$ cat config.mk
export PLATFORM = sky130hd
export DESIGN_NAME = wdg_bus_watchdog
export DESIGN_NICKNAME = d
export VERILOG_FILES = /design/src/rtl/wdg_pkg.sv /design/src/rtl/wdg_sync.sv /design/src/rtl/wdg_evt.sv /design/src/rtl/wdg_frame.sv /design/src/rtl/wdg_timer.sv /design/src/rtl/wdg_bus_watchdog.sv
export SDC_FILE = /design/constraint.sdc
export NUM_CORES = 1
export LEC_CHECK = 0
export ABC_CLOCK_PERIOD_IN_PS = 3300
export BUFFER_PORTS_ARGS = -buffer_cell sky130_fd_sc_hd__buf_2
export CORE_ASPECT_RATIO = 1.1
export CORE_MARGIN = 1
export CORE_UTILIZATION = 61
export DETAILED_ROUTE_END_ITERATION = 6
export PLACE_DENSITY = 0.85
export SYNTH_ARGS = -nofsm -noshare
export SYNTH_HDL_FRONTEND = slang
export SYNTH_HIERARCHICAL = 1
export SYNTH_SLANG_ARGS = --single-unit
$ cat constraint.sdc
create_clock -name clk -period 3.3 [get_ports clk]
set_clock_uncertainty 0.2 [all_clocks]
set_input_delay 0.66 -clock clk [delete_from_list [all_inputs] [get_ports clk]]
set_output_delay 0.66 -clock clk [all_outputs]
set_load 0.01 [all_outputs]
$ cat src/rtl/wdg_pkg.sv
package wdg_pkg;

    // Progress through the minimal restart framing
    typedef enum logic [1:0] {
        FR_IDLE  = 2'd0,
        FR_OPEN  = 2'd1,
        FR_LOW   = 2'd2,
        FR_ARMED = 2'd3
    } frame_st_e;

    // Decoded bus events for one clock cycle
    typedef struct packed {
        logic start;
        logic stop;
        logic scl_rise;
        logic scl_fall;
    } bus_evt_t;

    localparam logic [1:0] SEL_RESET = 2'b00;
    localparam logic [1:0] SEL_OFF   = 2'b11;

endpackage

$ cat src/rtl/wdg_sync.sv
module wdg_sync #(
    parameter int           W        = 2,
    parameter int           STAGES   = 2,
    parameter logic [W-1:0] IDLE_VAL = '1
) (
    input  logic         clk,
    input  logic         rst_n,
    input  logic [W-1:0] d_i,
    output logic [W-1:0] q_o
);

    typedef struct packed {
        logic [STAGES-1:0][W-1:0] st;
    } sync_t;

    sync_t r_d, r_q;

    always_comb begin
        r_d       = r_q;
        r_d.st[0] = d_i;
        for (int i = 1; i < STAGES; i++) begin
            r_d.st[i] = r_q.st[i-1];
        end
    end

    always_ff @(posedge clk or negedge rst_n) begin
        if (!rst_n) begin
            r_q <= sync_t'({STAGES{IDLE_VAL}});
        end else begin
            r_q <= r_d;
        end
    end

    assign q_o = r_q.st[STAGES-1];

endmodule

$ cat src/rtl/wdg_evt.sv
module wdg_evt
    import wdg_pkg::*;
(
    input  logic     clk,
    input  logic     rst_n,
    input  logic     sda_s,
    input  logic     scl_s,
    output bus_evt_t evt_o
);

    typedef struct packed {
        logic sda_prev;
        logic scl_prev;
    } evt_st_t;

    evt_st_t e_d, e_q;

    always_comb begin
        e_d.sda_prev = sda_s;
        e_d.scl_prev = scl_s;

        // A condition needs SCL high both before and after the SDA change
        evt_o.start    = e_q.scl_prev & scl_s & e_q.sda_prev & ~sda_s;
        evt_o.stop     = e_q.scl_prev & scl_s & ~e_q.sda_prev & sda_s;
        evt_o.scl_rise = ~e_q.scl_prev & scl_s;
        evt_o.scl_fall = e_q.scl_prev & ~scl_s;
    end

    always_ff @(posedge clk or negedge rst_n) begin
        if (!rst_n) begin
            e_q <= '{sda_prev: 1'b1, scl_prev: 1'b1};
        end else begin
            e_q <= e_d;
        end
    end

endmodule

$ cat src/rtl/wdg_frame.sv
module wdg_frame
    import wdg_pkg::*;
(
    input  logic     clk,
    input  logic     rst_n,
    input  bus_evt_t evt_i,
    output logic     restart_o
);

    typedef struct packed {
        frame_st_e st;
    } frame_t;

    frame_t f_d, f_q;

    always_comb begin
        f_d       = f_q;
        restart_o = 1'b0;
        if (evt_i.stop) begin
            // Only a sequence that has seen both clock phases counts
            restart_o = (f_q.st == FR_ARMED);
            f_d.st    = FR_IDLE;
        end else if (evt_i.start) begin
            // A repeated start keeps the sequence open and its progress
            f_d.st = (f_q.st == FR_ARMED) ? FR_ARMED : FR_OPEN;
        end else begin
            unique case (f_q.st)
                FR_OPEN:  if (evt_i.scl_fall) f_d.st = FR_LOW;
                FR_LOW:   if (evt_i.scl_rise) f_d.st = FR_ARMED;
                default:  f_d.st = f_q.st;
            endcase
        end
    end

    always_ff @(posedge clk or negedge rst_n) begin
        if (!rst_n) begin
            f_q <= '{st: FR_IDLE};
        end else begin
            f_q <= f_d;
        end
    end

endmodule

$ cat src/rtl/wdg_timer.sv
module wdg_timer
    import wdg_pkg::*;
#(
    parameter int PER0 = 25000,
    parameter int PER1 = 50000,
    parameter int PER2 = 100000,
    parameter int CW   = 17
) (
    input  logic          clk,
    input  logic          rst_n,
    input  logic          cfg_we_i,
    input  logic [1:0]    cfg_wdata_i,
    input  logic          restart_i,
    output logic          wdo_o,
    output logic [CW-1:0] cnt_o,
    output logic [1:0]    sel_o
);

    typedef struct packed {
        logic [1:0]    sel;
        logic [CW-1:0] cnt;
        logic          wdo;
    } tmr_t;

    tmr_t t_d, t_q;

    // Last count value before expiry for each active code
    function automatic logic [CW-1:0] last_of(logic [1:0] code);
        case (code)
            2'b00:   return CW'(PER0 - 1);
            2'b01:   return CW'(PER1 - 1);
            default: return CW'(PER2 - 1);
        endcase
    endfunction

    always_comb begin
        t_d = t_q;
        if (cfg_we_i) begin
            t_d.sel = cfg_wdata_i;
            t_d.cnt = '0;
        end
        if (restart_i) begin
            t_d.cnt = '0;
            t_d.wdo = 1'b0;
        end else if (!cfg_we_i && (t_q.sel != SEL_OFF) && !t_q.wdo) begin
            if (t_q.cnt == last_of(t_q.sel)) begin
                t_d.wdo = 1'b1;
            end else begin
                t_d.cnt = t_q.cnt + CW'(1);
            end
        end
        if (t_d.sel == SEL_OFF) begin
            t_d.cnt = '0;
            t_d.wdo = 1'b0;
        end
    end

    always_ff @(posedge clk or negedge rst_n) begin
        if (!rst_n) begin
            t_q <= '{sel: SEL_RESET, cnt: '0, wdo: 1'b0};
        end else begin
            t_q <= t_d;
        end
    end

    assign wdo_o = t_q.wdo;
    assign cnt_o = t_q.cnt;
    assign sel_o = t_q.sel;

endmodule

$ cat src/rtl/wdg_bus_watchdog.sv
module wdg_bus_watchdog
    import wdg_pkg::*;
#(
    parameter int PER0      = 25000,
    parameter int PER1      = 50000,
    parameter int PER2      = 100000,
    parameter int SYNC_DEPTH = 2
) (
    input  logic       clk,
    input  logic       rst_n,
    input  logic       sda_i,
    input  logic       scl_i,
    input  logic       cfg_we_i,
    input  logic [1:0] cfg_wdata_i,
    output logic       wdo_o
);

    localparam int PMAX01 = (PER0 > PER1) ? PER0 : PER1;
    localparam int PMAX   = (PMAX01 > PER2) ? PMAX01 : PER2;
    localparam int CW     = $clog2(PMAX + 1);

    logic [1:0]    lines_s;
    bus_evt_t      evt;
    logic          restart;
    logic [CW-1:0] count;
    logic [1:0]    period_sel;

    wdg_sync #(
        .W       (2),
        .STAGES  (SYNC_DEPTH),
        .IDLE_VAL(2'b11)
    ) u_sync (
        .clk  (clk),
        .rst_n(rst_n),
        .d_i  ({sda_i, scl_i}),
        .q_o  (lines_s)
    );

    wdg_evt u_evt (
        .clk  (clk),
        .rst_n(rst_n),
        .sda_s(lines_s[1]),
        .scl_s(lines_s[0]),
        .evt_o(evt)
    );

    wdg_frame u_frame (
        .clk      (clk),
        .rst_n    (rst_n),
        .evt_i    (evt),
        .restart_o(restart)
    );

    wdg_timer #(
        .PER0(PER0),
        .PER1(PER1),
        .PER2(PER2),
        .CW  (CW)
    ) u_timer (
        .clk        (clk),
        .rst_n      (rst_n),
        .cfg_we_i   (cfg_we_i),
        .cfg_wdata_i(cfg_wdata_i),
        .restart_i  (restart),
        .wdo_o      (wdo_o),
        .cnt_o      (count),
        .sel_o      (period_sel)
    );

endmodule

==> results by group <==
Status
  – Status: finished clean

GRT
  – Number of global-route vias before repair: 1,312
  – Initial antenna violation count: 0
  – First-pass GRT wire length: 5780 µm
  – GR Overflow Total: 0
  – Pin count of the biggest net entering global routing: 29
  – Tot GR Track Use: 25.3%

STA
  – Rel. slew slack: 41.0%
  – Endpoints failing hold: 0
  – Final min period: 2.73 ns
  – Final period util: 82.7%
  – Setup ws final: 0.572 ns
  – Fin. max-slew vios: 0
  – Setup tns final: 0 ns
  – Unrepaired setup endpoints after global routing: false
  – Setup violators final: 0
  – Least-Margin Pin Slew: 0.877 ns
  – Fmax: 367 MHz

Layout
  – Commonest non-fill, non-tap cell in the layout: dfrtp_1
  – Share of cells above drive strength 1: 17.1%
  – Design Area, Final: 1810 µm²
  – Synth-to-layout area growth: 2.11%
  – Layout fillers: 216
  – NumNets Final: 193
  – Final Core Density: 65.3%
  – Most frequent cells in the layout: dfrtp_1, nor2_1, nand2_1
  – # diodes: 0

Detailed routing
  – Drt total wl: 3660 µm
  – Wire per inst: 17.1 µm
  – DRC: 0
  – Drt initial violations: 86
  – First-pass DRT Iterations: 4
  – DR vias: 1,462
  – Avg Vias per Cell: 6.83
  – Detail Route Antenna Nets: 0

Critical path
  – RR Endpoint: u_timer/cnt_o[9]$_DFF_PN0_
  – R2R depth: 5
  – Worst Path Max Fanout: 16
  – CP arrival: 2.74 ns
  – Kind of end point of the critical path: flop
  – Critical Path RT: 3.32 ns
  – Setup CP Type: flop to flop
  – R2R Path Start: u_timer/sel_o[1]$_DFF_PN0_
  – Slowest stage delay, CP: 0.61 ns
  – Worst R2R Setup Slack: 0.57 ns
  – Bufs and invs on worst path: 0
  – Top delay family on crit path: compound AO/OA/AOI/OAI gates
  – Startpoint Class: flop
  – Max stage delay cell, worst path: or4b_4
  – Cells along the critical path: or4b_4 -> a2111oi_4 -> o2111a_4 -> nor2_2 -> a221o_1

Yosys
  – Compound-Gate Fraction of Synth Area: 18.5%
  – Post-synth EDFFs: 0
  – Post-Synth Simple-Gate Area: 28.0%
  – Synthesized area per cell: 9.76 µm²
  – Mapped cell area: 1780 µm²
  – Post-Synthesis Cells: 182
  – Mux cell area share after synthesis: 3.74%
  – Synth Net Count: 193
  – Number of synthesized register bits: 28
  – Asr flop ratio synth: 100%
  – Largest family of logic cells by synthesized area: simple AND/OR/NAND/NOR gates
  – Cell variety after synth: 53
  – Post-synthesis sequential area ratio: 39.9%
  – Yosys warns: 6
  – Synth Area in Adders: 2.82%
  – Post-synthesis xor/xnor area fraction: 1.97%
  – Commonest register cell after synthesis: dfrtp_1

Pwr
  – Pwr dens: 385 nW/µm²
  – Power Total: 698 µW
  – Leakage Power: 0.000776 µW
  – Peak supply drop: 0.000254 V

Clock tree
  – CTS tree: done
  – CTS Sinks: 28
  – Clock latency on the worst-skew pair: 0.32 ns
  – Worst-path clk slew: 0.14 ns
  – Bufs on Longest Clock Path: 2
  – TritonCTS Buffers: 3
  – Post-CTS Setup Bufs: 0
  – Clock root buffer: clkbuf_4
  – Post-CTS sizing: 0
  – # H-tree levels: 1
  – Cts hold-fix bufs: 0

Place
  – Port bufs: 7
  – GPL Wtd Cong: 0.871
  – DP Area: 1780 µm²
  – DPL Wire Length: 2630 µm
  – Post-place setup slack: 0.626 ns

Die
  – Core footprint: 2780 µm²
  – Die width: 53.4 µm
  – Die Footprint: 3130 µm²
  – Initial Utilization: 63.9%
  – Ports: 8
  – # rows: 20
  – Die height: 58.6 µm

Hold path
  – Hold Crit Class: primary input to asynchronous set/reset pin

Flow run
  – Max-cap check violation count: 0
==> registers in the layout (all words and copies together) (netlist names) <==
signal	flops
u_timer/cnt_o	17
u_evt/e_q	2
u_frame/f_q	2
u_sync/q_o	2
u_sync/r_d	2
u_timer/sel_o	2
u_timer/wdo_o	1
==> worst max path at each step <==
stage                          startpoint                           to  slack, ns  cells past startpoint
2_1_floorplan  u_timer/cnt_o[4]$_DFF_PN0_  u_timer/cnt_o[10]$_DFF_PN0_       0.93                      7
3_3_place_gp   u_timer/sel_o[1]$_DFF_PN0_  u_timer/cnt_o[10]$_DFF_PN0_       0.71                      5
3_5_place_dp   u_timer/sel_o[1]$_DFF_PN0_  u_timer/cnt_o[12]$_DFF_PN0_       0.63                      5
4_1_cts        u_timer/sel_o[1]$_DFF_PN0_   u_timer/cnt_o[9]$_DFF_PN0_       0.60                      5
5_1_grt        u_timer/sel_o[1]$_DFF_PN0_   u_timer/cnt_o[9]$_DFF_PN0_       0.53                      5
6_report       u_timer/sel_o[1]$_DFF_PN0_   u_timer/cnt_o[9]$_DFF_PN0_       0.57                      5
==> layout make-up <==
| class | instances | area (µm²) | area share (%) |
|---|---|---|---|
| Inverter | 4 | 15.0 | 0.828 |
| Tap cell | 33 | 41.3 | 2.28 |
| Clock buffer | 4 | 36.3 | 2.00 |
| Timing Repair Buffer | 7 | 35.0 | 1.93 |
| Multi-Input combinational cell | 138 | 977 | 53.9 |
| Sequential cell | 28 | 708 | 39.1 |
==> power breakdown <==
| part | internal (µW) | total [µW] | switching [µW] |
|---|---|---|---|
| Combinational | 53.0 | 135 | 81.8 |
| Sequential | 369 | 401 | 32.4 |
| Clock | 67.4 | 162 | 94.3 |
| Total | 489 | 698 | 208 |
==> cells by family (layout without fill, tap and decap cells) <==
logic type               after synthesis  count (layout)
adder cells (fa/ha/maj)                4               4
XOR/XNOR                               4               4
multiplexers                           6               6
buffers and inverters                 16              15
AND/OR/NAND/NOR                       87              87
AO/OA/AOI/OAI                         37              37
flip-flops                            28              28
==> synthesized netlist by cell type (all sizes together) (2+ instances only) <==
library cell / count / area share, %
dfrtp: 22 / 31
nor2: 17 / 3.7
nand2: 15 / 3.2
clkbuf: 8 / 1.7
nand3: 8 / 2.3
a221o: 7 / 3.9
nor2b: 7 / 2.5
nor3: 7 / 2.0
dfstp: 6 / 8.9
a22o: 5 / 2.5
mux2: 5 / 3.2
nand2b: 5 / 2.2
a21oi: 4 / 1.1
and3: 4 / 1.4
buf: 4 / 2.5
ha: 4 / 2.8
o211ai: 4 / 1.7
a311oi: 3 / 1.5
and4b: 3 / 1.7
inv: 3 / 0.63
nand3b: 3 / 1.3
nand4: 3 / 1.1
a211o: 2 / 0.99
and4: 2 / 0.99
nand4b: 2 / 0.99
nor4: 2 / 0.70
nor4b: 2 / 0.99
o21a: 2 / 0.92
o21ai: 2 / 0.56
or3: 2 / 0.70
xnor2: 2 / 0.99
xor2: 2 / 0.99
==> metal layers <==
metal  up-vias  track usage (%)  wire, µm
met1       706             33.4      1520
met4         0             8.27        28
li1        679                -         -
met5         -                0         0
met3         4             4.13       230
met2        73             41.8      1890
==> through the flow <==
stage,hold slack [ns],std cells
floorplan,0.145,182
global placement,0.151,210
detailed placement,0.148,210
CTS,0.138,214
global route,0.133,214
finish,0.123,214
Power figures use the tool's default switching activity.
